===== src/rtl/pwmb_pkg.sv =====
package pwmb_pkg;
  parameter int CNT_W = 8;
  parameter int N_CH  = 4;
  localparam int SEL_W = (N_CH > 1) ? $clog2(N_CH) : 1;
  typedef logic [CNT_W-1:0] cnt_t;
  typedef logic [SEL_W-1:0] sel_t;
endpackage


===== src/rtl/pwmb_wr_port.sv =====
module pwmb_wr_port
  import pwmb_pkg::*;
#(
  parameter int NCH = N_CH,
  localparam int SW = (NCH > 1) ? $clog2(NCH) : 1
) (
  input  logic          clk,
  input  logic          rst_n,
  input  logic          valid_i,
  input  logic [SW-1:0] sel_i,
  output logic          ready_o,
  output logic [NCH-1:0] hit_o
);
  logic rdy_q;

  always_ff @(posedge clk or negedge rst_n) begin
    if (!rst_n) rdy_q <= 1'b0;
    else        rdy_q <= 1'b1;
  end

  assign ready_o = rdy_q;

  for (genvar k = 0; k < NCH; k++) begin : g_hit
    assign hit_o[k] = valid_i && rdy_q && (sel_i == SW'(k));
  end
endmodule


===== src/rtl/pwmb_duty_bank.sv =====
module pwmb_duty_bank
  import pwmb_pkg::*;
#(
  parameter int NCH = N_CH,
  parameter int W   = CNT_W,
  localparam int SW = (NCH > 1) ? $clog2(NCH) : 1
) (
  input  logic                  clk,
  input  logic                  rst_n,
  input  logic [NCH-1:0]        hit_i,
  input  logic [W-1:0]          wdata_i,
  input  logic [SW-1:0]         rsel_i,
  output logic [W-1:0]          rdata_o,
  output logic [NCH-1:0][W-1:0] duty_o
);
  logic [NCH-1:0][W-1:0] duty_q;

  for (genvar k = 0; k < NCH; k++) begin : g_reg
    always_ff @(posedge clk or negedge rst_n) begin
      if (!rst_n)        duty_q[k] <= '0;
      else if (hit_i[k]) duty_q[k] <= wdata_i;
    end
  end

  always_comb begin
    rdata_o = '0;
    for (int k = 0; k < NCH; k++) begin
      if (rsel_i == SW'(k)) rdata_o = duty_q[k];
    end
  end

  assign duty_o = duty_q;
endmodule


===== src/rtl/pwmb_chan.sv =====
module pwmb_chan
  import pwmb_pkg::*;
#(
  parameter int W = CNT_W
) (
  input  logic         clk,
  input  logic         rst_n,
  input  logic [W-1:0] cnt_i,
  input  logic         ovf_i,
  input  logic [W-1:0] reload_i,
  input  logic [W-1:0] duty_i,
  input  logic         hit_i,
  input  logic [W-1:0] wdata_i,
  output logic [W-1:0] cmp_o,
  output logic         pwm_o
);
  logic [W-1:0] cmp_q;
  logic         out_q;
  logic         match;
  logic [W-1:0] next_cmp;

  // A write in the wrap cycle bypasses the duty register
  assign next_cmp = hit_i ? wdata_i : duty_i;
  // Compare equal to reload keeps the output high all period
  assign match    = (cnt_i == cmp_q) && (cmp_q != reload_i);

  always_ff @(posedge clk or negedge rst_n) begin
    if (!rst_n)     cmp_q <= '0;
    else if (ovf_i) cmp_q <= next_cmp;
  end

  always_ff @(posedge clk or negedge rst_n) begin
    if (!rst_n)     out_q <= 1'b0;
    else if (ovf_i) out_q <= 1'b1;
    else if (match) out_q <= 1'b0;
  end

  assign cmp_o = cmp_q;
  assign pwm_o = out_q;
endmodule


===== src/rtl/dbuf_pwm_bank.sv =====
module dbuf_pwm_bank
  import pwmb_pkg::*;
#(
  parameter int NCH = N_CH,
  parameter int W   = CNT_W,
  localparam int SW = (NCH > 1) ? $clog2(NCH) : 1
) (
  input  logic           clk,
  input  logic           rst_n,
  input  logic [W-1:0]   cnt_i,
  input  logic           ovf_i,
  input  logic [W-1:0]   reload_i,
  input  logic           wr_valid_i,
  output logic           wr_ready_o,
  input  logic [SW-1:0]  wr_sel_i,
  input  logic [W-1:0]   wr_data_i,
  input  logic [SW-1:0]  rd_sel_i,
  output logic [W-1:0]   rd_data_o,
  output logic [NCH-1:0] pwm_o
);
  logic [NCH-1:0]        hit;
  logic [NCH-1:0][W-1:0] duty_all;
  logic [NCH-1:0][W-1:0] cmp_all;

  pwmb_wr_port #(.NCH(NCH)) u_wr (
    .clk     (clk),
    .rst_n   (rst_n),
    .valid_i (wr_valid_i),
    .sel_i   (wr_sel_i),
    .ready_o (wr_ready_o),
    .hit_o   (hit)
  );

  pwmb_duty_bank #(.NCH(NCH), .W(W)) u_duty (
    .clk     (clk),
    .rst_n   (rst_n),
    .hit_i   (hit),
    .wdata_i (wr_data_i),
    .rsel_i  (rd_sel_i),
    .rdata_o (rd_data_o),
    .duty_o  (duty_all)
  );

  for (genvar k = 0; k < NCH; k++) begin : g_ch
    pwmb_chan #(.W(W)) u_ch (
      .clk      (clk),
      .rst_n    (rst_n),
      .cnt_i    (cnt_i),
      .ovf_i    (ovf_i),
      .reload_i (reload_i),
      .duty_i   (duty_all[k]),
      .hit_i    (hit[k]),
      .wdata_i  (wr_data_i),
      .cmp_o    (cmp_all[k]),
      .pwm_o    (pwm_o[k])
    );
  end
endmodule


===== config.mk =====
export PLATFORM = sky130hd
export DESIGN_NAME = dbuf_pwm_bank
export DESIGN_NICKNAME = d
export VERILOG_FILES = /design/src/rtl/pwmb_pkg.sv /design/src/rtl/pwmb_wr_port.sv /design/src/rtl/pwmb_duty_bank.sv /design/src/rtl/pwmb_chan.sv /design/src/rtl/dbuf_pwm_bank.sv
export SDC_FILE = /design/constraint.sdc
export NUM_CORES = 1
export LEC_CHECK = 0
export ABC_AREA = 1
export ABC_CLOCK_PERIOD_IN_PS = 1200
export BUFFER_PORTS_ARGS = -buffer_cell sky130_fd_sc_hd__buf_4
export CORE_ASPECT_RATIO = 0.9
export CORE_MARGIN = 4
export CORE_UTILIZATION = 45
export CTS_CLUSTER_SIZE = 8
export DETAILED_ROUTE_END_ITERATION = 16
export GPL_TIMING_DRIVEN = 0
export PLACE_DENSITY = 0.68
export SYNTH_ARGS = -nofsm -noshare
export SYNTH_HDL_FRONTEND = slang
export SYNTH_SLANG_ARGS = --single-unit

===== constraint.sdc =====
create_clock -name clk -period 1.2 [get_ports clk]
set_clock_uncertainty 0.05 [all_clocks]
set_input_delay 0.24 -clock clk [delete_from_list [all_inputs] [get_ports clk]]
set_output_delay 0.24 -clock clk [all_outputs]
set_load 0.02 [all_outputs]

==> results of run 1 <==
worst min-delay path by stage:
stage / endpoint / slack, ns / depth (start not counted)
CTS: u_duty.duty_o[18] / -0.007 / 1
finish: u_duty.duty_o[18] / -0.05 / 1
global placement: u_duty.duty_o[26] / 0.37 / 1
floorplan: g_ch[0].u_ch.cmp_o[0] / -0.11 / 0
detailed placement: u_duty.duty_o[18] / 0.38 / 1
global route: u_duty.duty_o[26] / 0.009 / 1
power by group through the flow:
stage	logic, mW	clock network [mW]	registers (mW)
after detailed placement	1.72	0	3.03
after CTS	2.15	2.15	3.02
final	2.77	2.15	3.08
after global routing	3.01	2.26	3.12
after global placement	1.68	0	3.01
after floorplan	1.17	0	2.97
timing repair:
item | in CTS | in global routing
pin swaps | 24 | 27
endpoints found under the hold margin | 9 | 0
gates resized for setup | 167 | 98
cloned | 4 | 0
setup endpoints to repair | 77 | 76
buffers inserted | 22 | 30
final cells by class:
class,instances,area [sq um],share of cell area (%)
timing repair buffer,95,887,15.5
tap,99,124,2.17
sequential,69,1730,30.2
buffer,17,136,2.39
clock buffer,10,128,2.23
clock inverter,6,87.6,1.53
multi-input combinational,411,2370,41.5
inverter,65,253,4.42
per-stage QoR:
stage / instance area [sq um] / power (mW) / util (%) / TNS (ns) / worst slack [ns]
global placement: 4310 / 4.70 / 52.9 / -14.14 / -0.467
floorplan: 3890 / 4.14 / - / -1.67 / -0.0769
finish: 5720 / 8.00 / 70.2 / -11.80 / -0.367
global route: 5720 / 8.39 / 70.2 / -15.12 / -0.418
detailed placement: 4310 / 4.75 / 52.9 / -15.17 / -0.481
CTS: 5170 / 7.32 / 63.5 / -8.50 / -0.322
cells by family after synthesis:
kind of cell / count (synthesis)
simple gates: 320
xor+xnor: 12
other cells: 1
buf+inv: 84
compound gates: 78
flops: 69
per-layer routing:
metal	GRT usage (%)	vias to the layer above	share of wire, %
met4	8.09	0	2.8
met5	0	-	0
met2	43.1	221	49
met1	31.9	1941	40
met3	5.42	44	8.0
li1	-	1936	-
state kept, by name (all words and copies together) (netlist names):
| signal | flops |
|---|---|
| g_ch.u_ch.cmp_o | 32 |
| g_ch.u_ch.pwm_o | 4 |
| u_duty.duty_o | 32 |
| u_wr.ready_o | 1 |
Yosys cell counts, drive strengths merged:
cell type	number
dfrtp	69
o2111ai	2
o21ai	69
a31oi	1
conb	1
a21oi	6
xnor2	12
buf	10
nand3	10
inv	65
clkbuf	9
nor2	32
nor3	1
nand2	277
worst max-delay path: cells and delay by family (launching register included):
family,cells,cell delay (ns)
AO/OA/AOI/OAI,2,0.20
buffers and inverters,1,0.13
flip-flops,1,0.42
AND/OR/NAND/NOR,2,0.17
==> results.txt, run 1 <==
initial core utilization = 46.7%
number of clock sinks = 69
quantity of I/O buffers inserted on ports = 40
Final Setup Violations = 72
R2R Path End = g_ch[0].u_ch.cmp_o[7]
vias = 4142
largest cells by area after synthesis = dfrtp_1 45%, nand2_1 27%, o21ai_0 8.0%
count of cell types in the netlist = 16
cell type with the highest aggregate area in the netlist = dfrtp_1
ratio of total power to cell area = 1400 nW/um^2
crit-path cells = nand3_1 > nand2_1 > a21oi_2 > o21ai_2 > buf_6
critical register-to-register path startpoint = u_wr.ready_o
total of flip-flops plus latches after synthesis = 69
Row Count = 31
largest net degree at the start of global routing = 70
slowest stage delay, CP = 0.42 ns
switching power = 2.85 mW
CTS root buffer = clkbuf_8
nets in the synthesized netlist = 596
static leakage power = 2.87 nW
CORE AREA = 8150 sq um
count of cells along the worst register-to-register path = 9
Net count, final = 700
actual transition at the worst max-transition pin = 0.904 ns
TritonCTS Buffers = 9
count of final hold-check violations = 69
register area share after synthesis = 45.4%
Yosys Warn Count = 0
Tot GR Track Use = 25.1%
Max-cap violations = 0
# fillers = 603
average routed wire per standard cell = 16.9 microns
Gate Count Post-Synth = 564
parity-gate share of the synthesized area counting xor and xnor cells = 2.76%
Max VDD drop = 0.847 mV
internal power = 5.15 mW
TritonCTS clock tree = yes
Routed Antenna Nets = 0
floorplan die height = 95.3 microns
detailed-route wire length = 13100 microns
Crit Path Category = reg -> out
clock period minus worst slack = 1.57 ns
Startpoint Class = flip-flop
failing checks = hold timing, setup timing
worst setup path startpoint = u_duty.duty_o[9]
Crit Path Max Fanout = 2
sequential power share = 38.5%
run status = finished, violations left
final antenna diode count = 0
post-layout worst setup margin = -0.367 ns
number of placed instances, taps included = 703
share of layout cells above drive strength 1 = 37.4%
largest family of logic cells by synthesized area = simple AND/OR/NAND/NOR gates
leading cell type in the layout, fill and taps excluded = nand2_1
Setup crit end = rd_data_o[1]
post-synthesis mux area share = 0%
Avg Cell Area, Syn = 6.75 sq um
share of the synthesized area in the top cell type = 45.4%
RSZ-0062 raised after global routing = yes
max-slew violation count = 0
arithmetic-cell share of the synthesized area counting full adders, half adders and majority gates = 0%
switching share of total power = 35.6%
initial antenna violation count = 0
Hold Path Class = in -> async
detailed placement HPWL = 7930 microns
worst skew pair latency = 0.36 ns
synthesis-to-finish area growth = 50.2%
vias in the first global route = 3918
Post-Synth Simple-Gate Area = 32.2%
combinational share of power = 34.6%
clock network fraction of design power = 26.9%
Syn Std Cell Area = 3810 sq um
clock slew at reported path FFs = 0.08 ns
worst hold slack = -0.0533 ns
mean number of vias per cell = 5.37
Max Clk Rate = 638 MHz
initial DRC count = 332
complex-gate fraction of the synthesized area = 10.5%
required time of the critical path = 0.91 ns
final worst-path cycle share = 131%
I/O pin total = 45
highest-count cells in the layout ignoring fill and taps = 231 x nand2_1, 68 x dfrtp_1, 63 x buf_4, 45 x inv_1, 30 x buf_6
number of levels in the clock H-tree = 3
horizontal extent of the die = 105 microns
number of non-filler instances in the completed layout = 772
drc violations = 0
total congestion overflow after global routing = 0
maximum clock path buffer count = 2
Slew HR = 39.7%
worst-case register-to-register setup slack = -0.27 ns
Arrival @ worst endpoint = 1.28 ns
first-pass GRT wire length = 19200 microns
global placement routability congestion = 0.915
Die Area = 10000 sq um
DR pass1 iterations = 5
cell with the largest stage delay on the worst path = dfrtp_1
nature of the critical path endpoint = output pin
Note: power is estimated with default switching activity, not from simulation.
==> run 2: changes to the inputs <==
--- a/config.mk
+++ b/config.mk
@@ -6,7 +6,7 @@
 export NUM_CORES = 1
 export LEC_CHECK = 0
 export ABC_AREA = 1
-export ABC_CLOCK_PERIOD_IN_PS = 1200
+export ABC_CLOCK_PERIOD_IN_PS = 1900
 export BUFFER_PORTS_ARGS = -buffer_cell sky130_fd_sc_hd__buf_4
 export CORE_ASPECT_RATIO = 0.9
 export CORE_MARGIN = 4
@@ -14,7 +14,7 @@
 export CTS_CLUSTER_SIZE = 8
 export DETAILED_ROUTE_END_ITERATION = 16
 export GPL_TIMING_DRIVEN = 0
-export PLACE_DENSITY = 0.68
+export PLACE_DENSITY = 0.65
 export SYNTH_ARGS = -nofsm -noshare
 export SYNTH_HDL_FRONTEND = slang
 export SYNTH_SLANG_ARGS = --single-unit
==> constraint.sdc (replaced) <==
create_clock -name clk -period 1.9 [get_ports clk]
set_clock_uncertainty 0.05 [all_clocks]
set_input_delay 0.38 -clock clk [delete_from_list [all_inputs] [get_ports clk]]
set_output_delay 0.38 -clock clk [all_outputs]
set_load 0.02 [all_outputs]
==> run 2 against run 1 <==
Effect of this change: the run now ends clean; routed wire length fell by 19%; via count fell by 12%; flip-flop and latch count did not move.
==> results.txt, run 2 (synthesis results as in run 1) <==
number of levels in the clock H-tree = 3
count of cells along the worst register-to-register path = 8
final antenna diode count = 0
Startpoint Class = primary input
Die Area = 10000 sq um
maximum clock path buffer count = 2
I/O pin total = 45
sum of buffers and inverters on the critical path = 3
Hold Path Class = in -> async
highest-count cells in the layout ignoring fill and taps = 276 x nand2_1, 69 x dfrtp_1, 65 x inv_1, 61 x o21ai_0, 48 x buf_4
R2R Path End = g_ch[2].u_ch.cmp_o[2]
first-pass GRT wire length = 17900 microns
largest net degree at the start of global routing = 70
detailed placement HPWL = 8010 microns
max-slew violation count = 0
nature of the critical path endpoint = output pin
DR pass1 iterations = 6
number of clock sinks = 69
quantity of I/O buffers inserted on ports = 40
static leakage power = 2.35 nW
TritonCTS Buffers = 9
# fillers = 826
CTS root buffer = clkbuf_8
share of layout cells above drive strength 1 = 10.8%
TritonCTS clock tree = yes
Tot GR Track Use = 23.1%
Net count, final = 647
initial DRC count = 185
drc violations = 0
clock period minus worst slack = 1.84 ns
ratio of total power to cell area = 927 nW/um^2
crit-path cells = buf_4 > clkbuf_2 > nor2_4 > nand2_1 > a31oi_1 > buf_4
final worst-path cycle share = 96.9%
Crit Path Category = in -> out
leading cell type in the layout, fill and taps excluded = nand2_1
initial antenna violation count = 0
total design power = 4.11 mW
actual transition at the worst max-transition pin = 0.904 ns
post-layout worst setup margin = 0.0582 ns
clock slew at reported path FFs = 0.08 ns
count of final hold-check violations = 0
Arrival @ worst endpoint = 1.41 ns
instance count on the critical path = 6
mean number of vias per cell = 5.09
total congestion overflow after global routing = 0
synthesis-to-finish area growth = 16.4%
Crit path top cell by count = buf_4
initial core utilization = 46.7%
worst-case register-to-register setup slack = 0.17 ns
Max Clk Rate = 543 MHz
vias in the first global route = 3741
RSZ-0062 raised after global routing = no
detailed-route wire length = 10600 microns
horizontal extent of the die = 105 microns
critical register-to-register path startpoint = u_wr.ready_o
global placement routability congestion = 0.889
worst skew pair latency = 0.35 ns
Routed Antenna Nets = 0
required time of the critical path = 1.47 ns
floorplan die height = 95.3 microns
Slew HR = 39.7%
Crit Path Max Fanout = 10
average routed wire per standard cell = 14.8 microns
Worst path top cell family by delay = buffers and inverters
slowest stage delay, CP = 0.26 ns
CORE AREA = 8150 sq um
Max VDD drop = 0.491 mV
post-placement worst setup slack = -0.271 ns
run status = complete, no violations
Final Setup Violations = 0
cell with the largest stage delay on the worst path = nor2_4
Row Count = 31
Max-cap violations = 0
vias = 3652
hold buffer count at cts = 0
run 2: cell count changes in the layout (fill, tap and decap cells not counted), moves of 10 or more:
cell,delta
buf_4,-15
buf_6,-30
inv_1,+20
inv_2,-18
nand2_1,+45
nand2_2,-17
nand2_4,-28
nor2_1,+10
o21ai_0,+61
o21ai_1,-19
o21ai_2,-29
o21ai_4,-13
run 2: area by class of cell:
class                   instances  area (sq um)  area share (%)
well taps                      99           124            2.80
inverters                      65           244            5.51
flip-flops and latches         69          1730            39.0
clock inverters                 5          52.6            1.19
multi-input cells             411          1750            39.5
clock buffers                  10           128            2.88
repair buffers                 40           300            6.78
plain buffers                  19           103            2.32
run 2: report_power, final:
| part | total [mW] | switching (mW) | internal [mW] |
|---|---|---|---|
| sequential | 1.89 | 0.163 | 1.72 |
| combinational | 1.07 | 0.681 | 0.387 |
| clock | 1.15 | 0.561 | 0.593 |
run 2: per-layer routing:
| metal | part of all wire (%) | up-vias | GRT usage, % |
|---|---|---|---|
| li1 | - | 1817 | - |
| met1 | 46 | 1709 | 29.8 |
| met2 | 47 | 110 | 39.5 |
| met3 | 5.5 | 16 | 5.48 |
| met4 | 1.5 | 0 | 6.12 |
| met5 | 0 | - | 0 |
run 2: through the flow:
stage                     utilization [%]  TNS (ns)  hold WS, ns  instances  instance area [sq um]
after CTS                            54.3         0        0.149        718                   4420
after global placement               51.9     -1.76        0.411        703                   4230
final                                54.4         0        0.110        718                   4430
after detailed placement             51.9     -1.92        0.416        703                   4230
after global routing                 54.4         0        0.168        718                   4430
after floorplan                         -         0       0.0344        564                   3810
run 2: worst reg2reg max path, cell delays in order (launching register included):
cell and delay (ns):
dfrtp_1 0.34, nand2_1 0.10, inv_1 0.10, nand3_1 0.28, buf_4 0.31, nand2_1 0.06
o21ai_0 0.14, nand2_1 0.10, o21ai_0 0.09
run 2: how the worst max path moves through the flow:
stage                start      endpoint  slack, ns
6_report       rd_sel_i[0]  rd_data_o[6]       0.06
5_1_grt        rd_sel_i[0]  rd_data_o[6]      0.005
3_5_place_dp   rd_sel_i[0]  rd_data_o[1]      -0.27
2_1_floorplan  rd_sel_i[0]  rd_data_o[6]       0.14
4_1_cts        rd_sel_i[0]  rd_data_o[7]       0.02
3_3_place_gp   rd_sel_i[0]  rd_data_o[6]      -0.26
run 2: what timing repair did:
| item | in CTS | in global routing |
|---|---|---|
| hold endpoints to repair | 0 | 0 |
| buffers inserted | 0 | 0 |
| pin swaps | 0 | 1 |
| setup endpoints to repair | 8 | 7 |
| resized for setup | 4 | 2 |
==> run 3: changes to the inputs <==
--- a/config.mk
+++ b/config.mk
@@ -8,7 +8,7 @@
 export ABC_AREA = 1
 export ABC_CLOCK_PERIOD_IN_PS = 1900
 export BUFFER_PORTS_ARGS = -buffer_cell sky130_fd_sc_hd__buf_4
-export CORE_ASPECT_RATIO = 0.9
+export CORE_ASPECT_RATIO = 2
 export CORE_MARGIN = 4
 export CORE_UTILIZATION = 45
 export CTS_CLUSTER_SIZE = 8
==> run 3 against run 2 <==
Effect of this change: global-route usage is 0.20 points lower; power increased by 9.2%; sequential share of layout area fell by 0.72 points; critical path type unchanged; critical endpoint is now rd_data_o[1]; highest routed layer unchanged.
==> results.txt, run 3 (synthesis results as in run 1) <==
hold buffer count at cts = 0
global placement routability congestion = 0.903
synthesis-to-finish area growth = 18.6%
highest-count cells in the layout ignoring fill and taps = 276 x nand2_1, 69 x dfrtp_1, 65 x inv_1, 61 x o21ai_0, 48 x buf_4
actual transition at the worst max-transition pin = 0.905 ns
Max Clk Rate = 555 MHz
total congestion overflow after global routing = 0
initial antenna violation count = 0
Routed Antenna Nets = 0
CORE AREA = 8290 sq um
DR pass1 iterations = 5
initial DRC count = 208
Net count, final = 647
final antenna diode count = 0
switching share of total power = 32.5%
Startpoint Class = primary input
CTS root buffer = clkbuf_16
sequential power share = 42.2%
ratio of total power to cell area = 994 nW/um^2
maximum clock path buffer count = 2
detailed placement HPWL = 8610 microns
Slew HR = 39.7%
share of layout cells above drive strength 1 = 10.8%
TritonCTS Buffers = 9
Multi-input gate area = 1750 sq um
clock slew at reported path FFs = 0.05 ns
I/O pin total = 45
first-pass GRT wire length = 17400 microns
worst skew pair latency = 0.33 ns
Die Area = 10100 sq um
number of placed instances, taps included = 702
clock network fraction of design power = 34.1%
placed inst area = 4230 sq um
required time of the critical path = 1.47 ns
cell with the largest stage delay on the worst path = nor2_2
Max VDD drop = 0.504 mV
TritonCTS clock tree = yes
detailed-route wire length = 11000 microns
RSZ-0062 raised after global routing = yes
switching power = 1.46 mW
# fillers = 827
total design power = 4.49 mW
number of non-filler instances in the completed layout = 718
Arrival @ worst endpoint = 1.37 ns
run status = complete, no violations
number of clock sinks = 69
static leakage power = 2.40 nW
clock period minus worst slack = 1.80 ns
floorplan die height = 138 microns
vias = 3606
drc violations = 0
leading cell type in the layout, fill and taps excluded = nand2_1
Max-cap violations = 0
number of levels in the clock H-tree = 3
Tot GR Track Use = 22.9%
combinational share of power = 23.7%
initial core utilization = 45.9%
Crit Path Max Fanout = 8
Hold Path Class = in -> async
average routed wire per standard cell = 15.3 microns
mean number of vias per cell = 5.02
largest net degree at the start of global routing = 70
Row Count = 47
Final Setup Violations = 0
Crit Path Category = in -> out
count of final hold-check violations = 0
cell area after layout = 4510 sq um
final worst-path cycle share = 94.8%
nature of the critical path endpoint = output pin
max-slew violation count = 0
internal power = 3.03 mW
slowest stage delay, CP = 0.34 ns
area used by sequential logic in the layout = 1730 sq um
vias in the first global route = 3589
horizontal extent of the die = 73.0 microns
crit-path cells = buf_4 > nor2_2 > nand2_1 > nand2_1 > a21oi_1 > o21ai_0 > buf_4
quantity of I/O buffers inserted on ports = 40
number of buffers inserted by post-CTS setup repair = 0
-- run 3: cell count changes in the layout (fill, tap and decap cells not counted), sizes merged --
cell,before,now
clkbuf,19,20
clkinvlp,1,0
buf,50,51
bufinv,1,0
clkinv,3,4
-- run 3: what timing repair did --
item	4_1_cts	5_1_grt
gates resized for setup	5	1
pin swaps	0	1
endpoints found under the setup margin	8	2
gates cloned	0	0
hold endpoints to repair	0	0
-- run 3: metal layers --
layer  wire length (microns)  track usage [%]  share of wire [%]
met1                    4000             23.9                 36
met2                    5990             40.5                 55
met5                       0                0                  0
met3                     414             4.51                3.8
met4                     572             13.5                5.2
-- run 3: through the flow --
step	utilization (%)	setup WS (ns)	hold WS, ns	TNS [ns]
floorplan	-	0.143	0.0344	0
global placement	51.0	-0.269	0.410	-2.02
detailed placement	51.0	-0.280	0.420	-2.11
CTS	54.4	0.0756	0.157	0
global route	54.4	-0.0184	0.197	-0.0184
finish	54.4	0.0979	0.115	0
-- run 3: layout make-up --
cell class | instances | share of cell area (%)
Multi-Input combinational cell | 411 | 38.7
Sequential cell | 69 | 38.3
Timing Repair Buffer | 40 | 6.65
Clock buffer | 12 | 5.46
Inverter | 65 | 5.41
Tap cell | 98 | 2.72
Buffer | 19 | 2.27
Clock inverter | 4 | 0.527
-- run 3: power by group through the flow --
stage,clock [mW],sequential (mW),combinational [mW]
final,1.53,1.89,1.06
after global routing,1.62,1.92,1.21
after CTS,1.55,1.89,1.07
after detailed placement,0,1.91,1.06
after global placement,0,1.89,1.03
after floorplan,0,1.88,0.704
-- run 3: final timing paths --
path	end	slack (ns)	startpoint	cells after the start
min in group clk	u_duty.duty_o[25]	0.28	wr_data_i[1]	3
min	u_duty.duty_o[31]	0.12	rst_n	1
max	rd_data_o[1]	0.1	rd_sel_i[1]	7
max in group asynchronous	u_duty.duty_o[25]	1.08	rst_n	1
max reg2reg	g_ch[2].u_ch.cmp_o[7]	0.20	u_wr.ready_o	8
min reg2reg	g_ch[2].u_ch.pwm_o	0.43	g_ch[2].u_ch.pwm_o	2
-- run 3: worst max-delay path: cells and delay by family --
kind | cells | cell delay, ns
buffers and inverters | 2 | 0.30
AOI/OAI and AO/OA | 2 | 0.12
and+or+nand+nor | 3 | 0.57
